===== config.mk =====
export PLATFORM = sky130hd
export DESIGN_NAME = rgb_panel_timer
export DESIGN_NICKNAME = d
export VERILOG_FILES = /design/src/rtl/lcd_tim_pkg.sv /design/src/rtl/lcd_axis_counter.sv /design/src/rtl/lcd_axis_decode.sv /design/src/rtl/rgb_panel_timer.sv
export SDC_FILE = /design/constraint.sdc
export NUM_CORES = 1
export LEC_CHECK = 0
export BUFFER_PORTS_ARGS = -buffer_cell sky130_fd_sc_hd__clkbuf_2
export CAP_MARGIN = 20
export CELL_PAD_IN_SITES_DETAIL_PLACEMENT = 0
export CELL_PAD_IN_SITES_GLOBAL_PLACEMENT = 1
export CORE_MARGIN = 4
export CORE_UTILIZATION = 42
export DETAILED_ROUTE_END_ITERATION = 16
export GPL_TIMING_DRIVEN = 0
export PLACE_DENSITY = 0.94
export SYNTH_ARGS = -nofsm -noshare
export SYNTH_HDL_FRONTEND = slang
export SYNTH_SLANG_ARGS = --single-unit

===== constraint.sdc =====
create_clock -name clk -period 3.01 [get_ports clk]
set_clock_uncertainty 0.05 [all_clocks]
set_input_delay 0.602 -clock clk [delete_from_list [all_inputs] [get_ports clk]]
set_output_delay 0.602 -clock clk [all_outputs]
set_load 0.005 [all_outputs]

===== src/rtl/lcd_tim_pkg.sv =====
package lcd_tim_pkg;

    localparam int unsigned RGB_W = 24;

    typedef logic [RGB_W-1:0] rgb_t;

    // Decoded state of one raster axis
    typedef struct packed {
        logic sync_n;
        logic active;
    } axis_flags_t;

    // Registered panel pins
    typedef struct packed {
        logic hsync_n;
        logic vsync_n;
        logic de;
        rgb_t rgb;
    } pins_t;

    localparam pins_t PINS_IDLE = '{hsync_n: 1'b1, vsync_n: 1'b1, de: 1'b0, rgb: '0};

endpackage


===== src/rtl/lcd_axis_counter.sv =====
module lcd_axis_counter #(
    parameter int unsigned TOTAL = 1056,
    parameter int unsigned W     = $clog2(TOTAL)
) (
    input  logic         clk,
    input  logic         rst,
    input  logic         adv,
    output logic [W-1:0] count,
    output logic         wrap
);

    localparam logic [W-1:0] LAST = W'(TOTAL - 1);
    localparam logic [W-1:0] ONE  = W'(1);

    logic [W-1:0] cnt_d;
    logic [W-1:0] cnt_q;

    always_comb begin
        cnt_d = cnt_q;
        if (adv) begin
            cnt_d = (cnt_q == LAST) ? '0 : cnt_q + ONE;
        end
    end

    always_ff @(posedge clk) begin
        if (rst) begin
            cnt_q <= '0;
        end else begin
            cnt_q <= cnt_d;
        end
    end

    assign count = cnt_q;
    assign wrap  = adv && (cnt_q == LAST);

endmodule


===== src/rtl/lcd_axis_decode.sv =====
module lcd_axis_decode #(
    parameter int unsigned BLANK  = 46,
    parameter int unsigned ACTIVE = 800,
    parameter int unsigned SYNC_W = 1,
    parameter int unsigned W      = 11
) (
    input  logic [W-1:0]             count,
    output lcd_tim_pkg::axis_flags_t flags
);

    // Compare one bit wider than the count so a window reaching TOTAL still fits
    localparam logic [W:0] SYNC_END = (W+1)'(SYNC_W);
    localparam logic [W:0] WIN_OPEN = (W+1)'(BLANK);
    localparam logic [W:0] WIN_SHUT = (W+1)'(BLANK + ACTIVE);

    generate
        if (SYNC_W < 1 || SYNC_W > BLANK) begin : g_bad_sync
            $error("sync width must lie between 1 and the blanking length");
        end
    endgenerate

    logic [W:0] cnt_x;

    always_comb begin
        cnt_x        = {1'b0, count};
        flags.sync_n = !(cnt_x < SYNC_END);
        flags.active = (cnt_x >= WIN_OPEN) && (cnt_x < WIN_SHUT);
    end

endmodule


===== src/rtl/rgb_panel_timer.sv =====
module rgb_panel_timer #(
    parameter int unsigned       H_ACTIVE = 800,
    parameter int unsigned       H_BLANK  = 46,
    parameter int unsigned       H_FRONT  = 210,
    parameter int unsigned       V_ACTIVE = 480,
    parameter int unsigned       V_BLANK  = 23,
    parameter int unsigned       V_FRONT  = 22,
    parameter int unsigned       H_SYNC_W = 1,
    parameter int unsigned       V_SYNC_W = 1,
    parameter logic [23:0]       FILL     = 24'hFF0000,
    localparam int unsigned      H_TOTAL  = H_BLANK + H_ACTIVE + H_FRONT,
    localparam int unsigned      V_TOTAL  = V_BLANK + V_ACTIVE + V_FRONT,
    localparam int unsigned      HW       = $clog2(H_TOTAL),
    localparam int unsigned      VW       = $clog2(V_TOTAL)
) (
    input  logic          clk,
    input  logic          rst,
    output logic          hsync_n,
    output logic          vsync_n,
    output logic          de,
    output logic [23:0]   rgb,
    output logic [HW-1:0] px,
    output logic [VW-1:0] ln
);

    import lcd_tim_pkg::*;

    typedef struct packed {
        pins_t         pins;
        logic [HW-1:0] px;
        logic [VW-1:0] ln;
    } out_t;

    logic [HW-1:0] h_cnt;
    logic [VW-1:0] v_cnt;
    logic          h_wrap;
    logic          v_wrap;
    axis_flags_t   h_flags;
    axis_flags_t   v_flags;
    out_t          out_d;
    out_t          out_q;

    lcd_axis_counter #(.TOTAL(H_TOTAL), .W(HW)) u_hcnt (
        .clk   (clk),
        .rst   (rst),
        .adv   (1'b1),
        .count (h_cnt),
        .wrap  (h_wrap)
    );

    lcd_axis_counter #(.TOTAL(V_TOTAL), .W(VW)) u_vcnt (
        .clk   (clk),
        .rst   (rst),
        .adv   (h_wrap),
        .count (v_cnt),
        .wrap  (v_wrap)
    );

    lcd_axis_decode #(.BLANK(H_BLANK), .ACTIVE(H_ACTIVE), .SYNC_W(H_SYNC_W), .W(HW)) u_hdec (
        .count (h_cnt),
        .flags (h_flags)
    );

    lcd_axis_decode #(.BLANK(V_BLANK), .ACTIVE(V_ACTIVE), .SYNC_W(V_SYNC_W), .W(VW)) u_vdec (
        .count (v_cnt),
        .flags (v_flags)
    );

    always_comb begin
        out_d.pins.hsync_n = h_flags.sync_n;
        out_d.pins.vsync_n = v_flags.sync_n;
        out_d.pins.de      = h_flags.active && v_flags.active;
        out_d.pins.rgb     = out_d.pins.de ? FILL : '0;
        out_d.px           = h_cnt;
        out_d.ln           = v_cnt;
    end

    always_ff @(posedge clk) begin
        if (rst) begin
            out_q.pins <= PINS_IDLE;
            out_q.px   <= '0;
            out_q.ln   <= '0;
        end else begin
            out_q <= out_d;
        end
    end

    assign hsync_n = out_q.pins.hsync_n;
    assign vsync_n = out_q.pins.vsync_n;
    assign de      = out_q.pins.de;
    assign rgb     = out_q.pins.rgb;
    assign px      = out_q.px;
    assign ln      = out_q.ln;

endmodule


==> flow_results.xml <==
<?xml version="1.0" encoding="UTF-8"?>
<metrics>
  <group name="die">
    <metric name="top_level_ports" unit="">50</metric>
    <metric name="rows" unit="">24</metric>
    <metric name="die_h" unit="µm">77.0</metric>
    <metric name="core-area" unit="µm²">4470</metric>
    <metric name="die_ar" unit="µm²">5930</metric>
    <metric name="initial_utilization" unit="%">44.7</metric>
    <metric name="dieWidth" unit="µm">77.0</metric>
  </group>
  <group name="cts">
    <metric name="cts.repair_timing.setup_buffer_count" unit="">0</metric>
    <metric name="cts-resized-gates" unit="">0</metric>
    <metric name="clock_insertion_delay_worst_skew" unit="ns">0.30</metric>
    <metric name="tritoncts" unit="">done</metric>
    <metric name="clk_buf_depth" unit="">2</metric>
    <metric name="cts-hold-fix-buffers" unit="">0</metric>
    <metric name="cts_made_buffers" unit="">5</metric>
    <metric name="cts_root_buffer" unit="">sky130_fd_sc_hd__clkbuf_8</metric>
    <metric name="clkSinkCount" unit="">45</metric>
    <metric name="cts_htree_levels" unit="">2</metric>
    <metric name="clk_pin_slew_worst_paths" unit="ns">0.08</metric>
  </group>
  <group name="placed_design">
    <metric name="port_buffers" unit="">33</metric>
    <metric name="dp_cells" unit="">318</metric>
    <metric name="place.detailed.hpwl" unit="µm">2640</metric>
    <metric name="placed_area" unit="µm²">2290</metric>
    <metric name="place_congestion" unit="">0.779</metric>
  </group>
  <group name="grt">
    <metric name="grt_use_total" unit="%">13.1</metric>
    <metric name="first_global_vias" unit="">1420</metric>
    <metric name="global_route_wire_length_before_repair" unit="µm">6350</metric>
    <metric name="initial_antenna_violation_count" unit="">0</metric>
    <metric name="grt_remaining_overflow" unit="">0</metric>
    <metric name="grt_max_degree" unit="">14</metric>
  </group>
  <group name="power_and_ir_drop">
    <metric name="cellPowerDensity" unit="nW/µm²">468</metric>
    <metric name="leakagePower" unit="nW">1.01</metric>
    <metric name="ir_worst_vdd" unit="µV">166</metric>
    <metric name="power" unit="mW">1.13</metric>
  </group>
  <group name="final_layout">
    <metric name="final_layout_size_suffix_gt1_share" unit="%">26.3</metric>
    <metric name="num_antenna_cells" unit="">0</metric>
    <metric name="num-fill-cells" unit="">424</metric>
    <metric name="final_nets" unit="">280</metric>
    <metric name="areaGrowthSynthToFinish" unit="%">20.1</metric>
    <metric name="stdcell_area" unit="µm²">2400</metric>
    <metric name="final_cell_count_no_fill" unit="">326</metric>
  </group>
  <group name="sta">
    <metric name="final_min_period" unit="ns">2.38</metric>
    <metric name="holdWs" unit="ns">0.457</metric>
    <metric name="setup-violations-final" unit="">0</metric>
    <metric name="period_share" unit="%">79.0</metric>
    <metric name="rsz_0062_raised_after_global_routing" unit="">false</metric>
    <metric name="achievable-frequency" unit="GHz">0.421</metric>
    <metric name="maxSlewViolCount" unit="">0</metric>
    <metric name="hold_viol" unit="">0</metric>
    <metric name="finalSetupTns" unit="ns">0</metric>
    <metric name="worst_pin_slew" unit="ns">0.539</metric>
    <metric name="slew_headroom" unit="%">64.1</metric>
  </group>
  <group name="hold_path">
    <metric name="worstHoldPathType" unit="">reg -&gt; reg</metric>
  </group>
  <group name="worst_setup_path">
    <metric name="timing.rr.end" unit="">u_vcnt.count[5]$_SDFFE_PP0P_</metric>
    <metric name="crit-reg2reg-launch" unit="">u_hcnt.count[1]$_SDFF_PP0_</metric>
    <metric name="path_delay_family" unit="">simple AND/OR/NAND/NOR gates</metric>
    <metric name="rrSetupSlack" unit="ns">0.63</metric>
    <metric name="cp_data_arrival_time" unit="ns">2.52</metric>
    <metric name="endpoint" unit="">u_vcnt.count[5]$_SDFFE_PP0P_</metric>
    <metric name="cp_cell_sequence" unit="">ha_1, nand4_1, or4b_4, buf_6, o21ai_4, nor2_1</metric>
    <metric name="startpoint" unit="">u_hcnt.count[1]$_SDFF_PP0_</metric>
    <metric name="crit_path_end_kind" unit="">flop</metric>
    <metric name="cpPeakStageDelay" unit="ns">0.66</metric>
    <metric name="worst-r2r-cell-count" unit="">6</metric>
    <metric name="cp_max_fo" unit="">10</metric>
    <metric name="critical_path.startpoint_type" unit="">flop</metric>
    <metric name="critPathRequiredTime" unit="ns">3.15</metric>
    <metric name="critical_path_depth" unit="">6</metric>
    <metric name="cp_slowest_cell" unit="">sky130_fd_sc_hd__or4b_4</metric>
    <metric name="timing.setup.critical_path_class" unit="">reg -&gt; reg</metric>
    <metric name="critical_path_buf_inv_count" unit="">1</metric>
  </group>
  <group name="yosys">
    <metric name="synth.top_cell.area_share" unit="%">45.1</metric>
    <metric name="synthFlopType" unit="">sky130_fd_sc_hd__dfxtp_1</metric>
    <metric name="synth_top_cells_by_area" unit="">sky130_fd_sc_hd__dfxtp_1, sky130_fd_sc_hd__buf_4, sky130_fd_sc_hd__nor2_1, sky130_fd_sc_hd__nor2b_1, sky130_fd_sc_hd__xnor2_1</metric>
    <metric name="postSynthRegisterBits" unit="">45</metric>
    <metric name="seq_area_frac_synth" unit="%">45.1</metric>
    <metric name="synth_async_sr_flop_share" unit="%">0</metric>
    <metric name="synth.distinct_cells" unit="">37</metric>
    <metric name="synth_area_per_cell" unit="µm²">9.17</metric>
    <metric name="netlist.top_cell.by_area" unit="">sky130_fd_sc_hd__dfxtp_1</metric>
    <metric name="synthesis.instances" unit="">218</metric>
    <metric name="yosys_warnings" unit="">0</metric>
    <metric name="synth-edff-count" unit="">0</metric>
    <metric name="synthesis.area" unit="µm²">2000</metric>
  </group>
  <group name="run">
    <metric name="maxCapViolCount" unit="">0</metric>
  </group>
  <group name="drt">
    <metric name="number_of_optimization_iterations_in_the_first_detailed_route_pass" unit="">4</metric>
    <metric name="route.antenna.remaining_nets" unit="">0</metric>
    <metric name="routed-via-count" unit="">1521</metric>
    <metric name="routed_wire_length_per_instance" unit="µm">11.3</metric>
    <metric name="remaining_drc_errors" unit="">0</metric>
    <metric name="drtIter0Drc" unit="">90</metric>
    <metric name="vias_per_cell" unit="">4.67</metric>
    <metric name="drt-total-wl" unit="µm">3690</metric>
  </group>
  <group name="run_status">
    <metric name="status" unit="">complete, no violations</metric>
  </group>
</metrics>
[sequential cells by signal, indices dropped and copies added, names as in the netlist]
name and flops:
u_vcnt.count 10, ln 10, u_hcnt.count 11, hsync_n 1, rgb 1, px 11
vsync_n 1
[power by group]
part	switching [mW]	internal [mW]
registers	0.00563	0.602
clock network	0.194	0.270
logic	0.0283	0.0244
total	0.228	0.897
[Yosys cell counts (2+ instances only)]
| cell type | n |
|---|---|
| sky130_fd_sc_hd__nor4_1 | 7 |
| sky130_fd_sc_hd__nand2_1 | 7 |
| sky130_fd_sc_hd__nand3_1 | 10 |
| sky130_fd_sc_hd__xor2_1 | 2 |
| sky130_fd_sc_hd__xnor2_1 | 11 |
| sky130_fd_sc_hd__ha_1 | 5 |
| sky130_fd_sc_hd__or4_1 | 2 |
| sky130_fd_sc_hd__nor4b_1 | 3 |
| sky130_fd_sc_hd__nor3_1 | 5 |
| sky130_fd_sc_hd__clkbuf_1 | 11 |
| sky130_fd_sc_hd__buf_4 | 24 |
| sky130_fd_sc_hd__nor2_1 | 31 |
| sky130_fd_sc_hd__buf_6 | 2 |
| sky130_fd_sc_hd__nand4_1 | 6 |
| sky130_fd_sc_hd__nor2b_1 | 16 |
| sky130_fd_sc_hd__and4_1 | 2 |
| sky130_fd_sc_hd__inv_1 | 6 |
| sky130_fd_sc_hd__dfxtp_1 | 45 |
| sky130_fd_sc_hd__a21oi_1 | 5 |
[worst min path at each step]
stage                                          start                          to  slack, ns  depth (start not counted)
after global placement    u_hcnt.count[0]$_SDFF_PP0_  u_hcnt.count[0]$_SDFF_PP0_       0.43                          1
after CTS                 u_hcnt.count[0]$_SDFF_PP0_  u_hcnt.count[0]$_SDFF_PP0_       0.46                          1
after floorplan           u_hcnt.count[0]$_SDFF_PP0_  u_hcnt.count[0]$_SDFF_PP0_       0.40                          1
after detailed placement  u_hcnt.count[0]$_SDFF_PP0_  u_hcnt.count[0]$_SDFF_PP0_       0.44                          1
after global routing      u_hcnt.count[8]$_SDFF_PP0_            px[8]$_SDFF_PP0_       0.49                          2
final                     u_hcnt.count[0]$_SDFF_PP0_  u_hcnt.count[0]$_SDFF_PP0_       0.46                          1
[kinds of logic (layout without fill, tap and decap cells)]
family / count (synthesis) / in the layout / synth area share (%)
AOI/OAI and AO/OA: 11 / 11 / 4.07
xor gates and xnor gates: 13 / 13 / 5.69
adders and majority gates: 5 / 5 / 3.13
buffers and inverters: 44 / 85 / 13.5
DFF: 45 / 45 / 45.1
muxes: 1 / 1 / 0.501
other: 1 / 16 / 0.188
and+or+nand+nor: 98 / 98 / 27.8
[layer usage]
metal	vias to the layer above	track usage, %	part of all wire [%]
met5	-	0	0
met4	0	5.52	1.8
met3	5	4.10	7.5
met2	56	21.2	45
met1	661	16.2	46
li1	799	-	-
[placed cells by master (no fill, tap or decap), types with 2 or more instances in the layout]
cell / instances
sky130_fd_sc_hd__nor2_1: 31
sky130_fd_sc_hd__clkbuf_2: 33
sky130_fd_sc_hd__nand2_1: 7
sky130_fd_sc_hd__clkbuf_1: 12
sky130_fd_sc_hd__xnor2_1: 11
sky130_fd_sc_hd__buf_6: 2
sky130_fd_sc_hd__dfxtp_1: 45
sky130_fd_sc_hd__or4_1: 2
sky130_fd_sc_hd__xor2_1: 2
sky130_fd_sc_hd__a21oi_1: 5
sky130_fd_sc_hd__inv_1: 6
sky130_fd_sc_hd__nand4_1: 6
sky130_fd_sc_hd__nor3_1: 5
sky130_fd_sc_hd__buf_4: 24
sky130_fd_sc_hd__clkbuf_8: 6
sky130_fd_sc_hd__nand3_1: 10
sky130_fd_sc_hd__ha_1: 5
sky130_fd_sc_hd__and4_1: 2
sky130_fd_sc_hd__nor2b_1: 16
sky130_fd_sc_hd__nor4b_1: 3
sky130_fd_sc_hd__nor4_1: 7
sky130_fd_sc_hd__conb_1: 16
[area by class of cell]
class                      count  area, µm²  share of cell area (%)
buffer                        38        248                    10.3
timing repair buffer          33        165                    6.87
tap                           52       65.1                    2.71
clock buffer                   7       86.3                    3.59
clock inverter                 1       30.0                    1.25
multi-input combinational    144        885                    36.8
sequential                    45        901                    37.5
inverter                       6       22.5                   0.938
[metrics by stage]
step / utilization [%] / setup WS, ns
final: 53.7 / 0.632
after global routing: 53.7 / 0.484
after CTS: 53.7 / 0.627
after detailed placement: 51.1 / 0.662
after global placement: 51.1 / 0.665
after floorplan: - / 0.938
No activity file was read; power rests on OpenSTA's default activity.
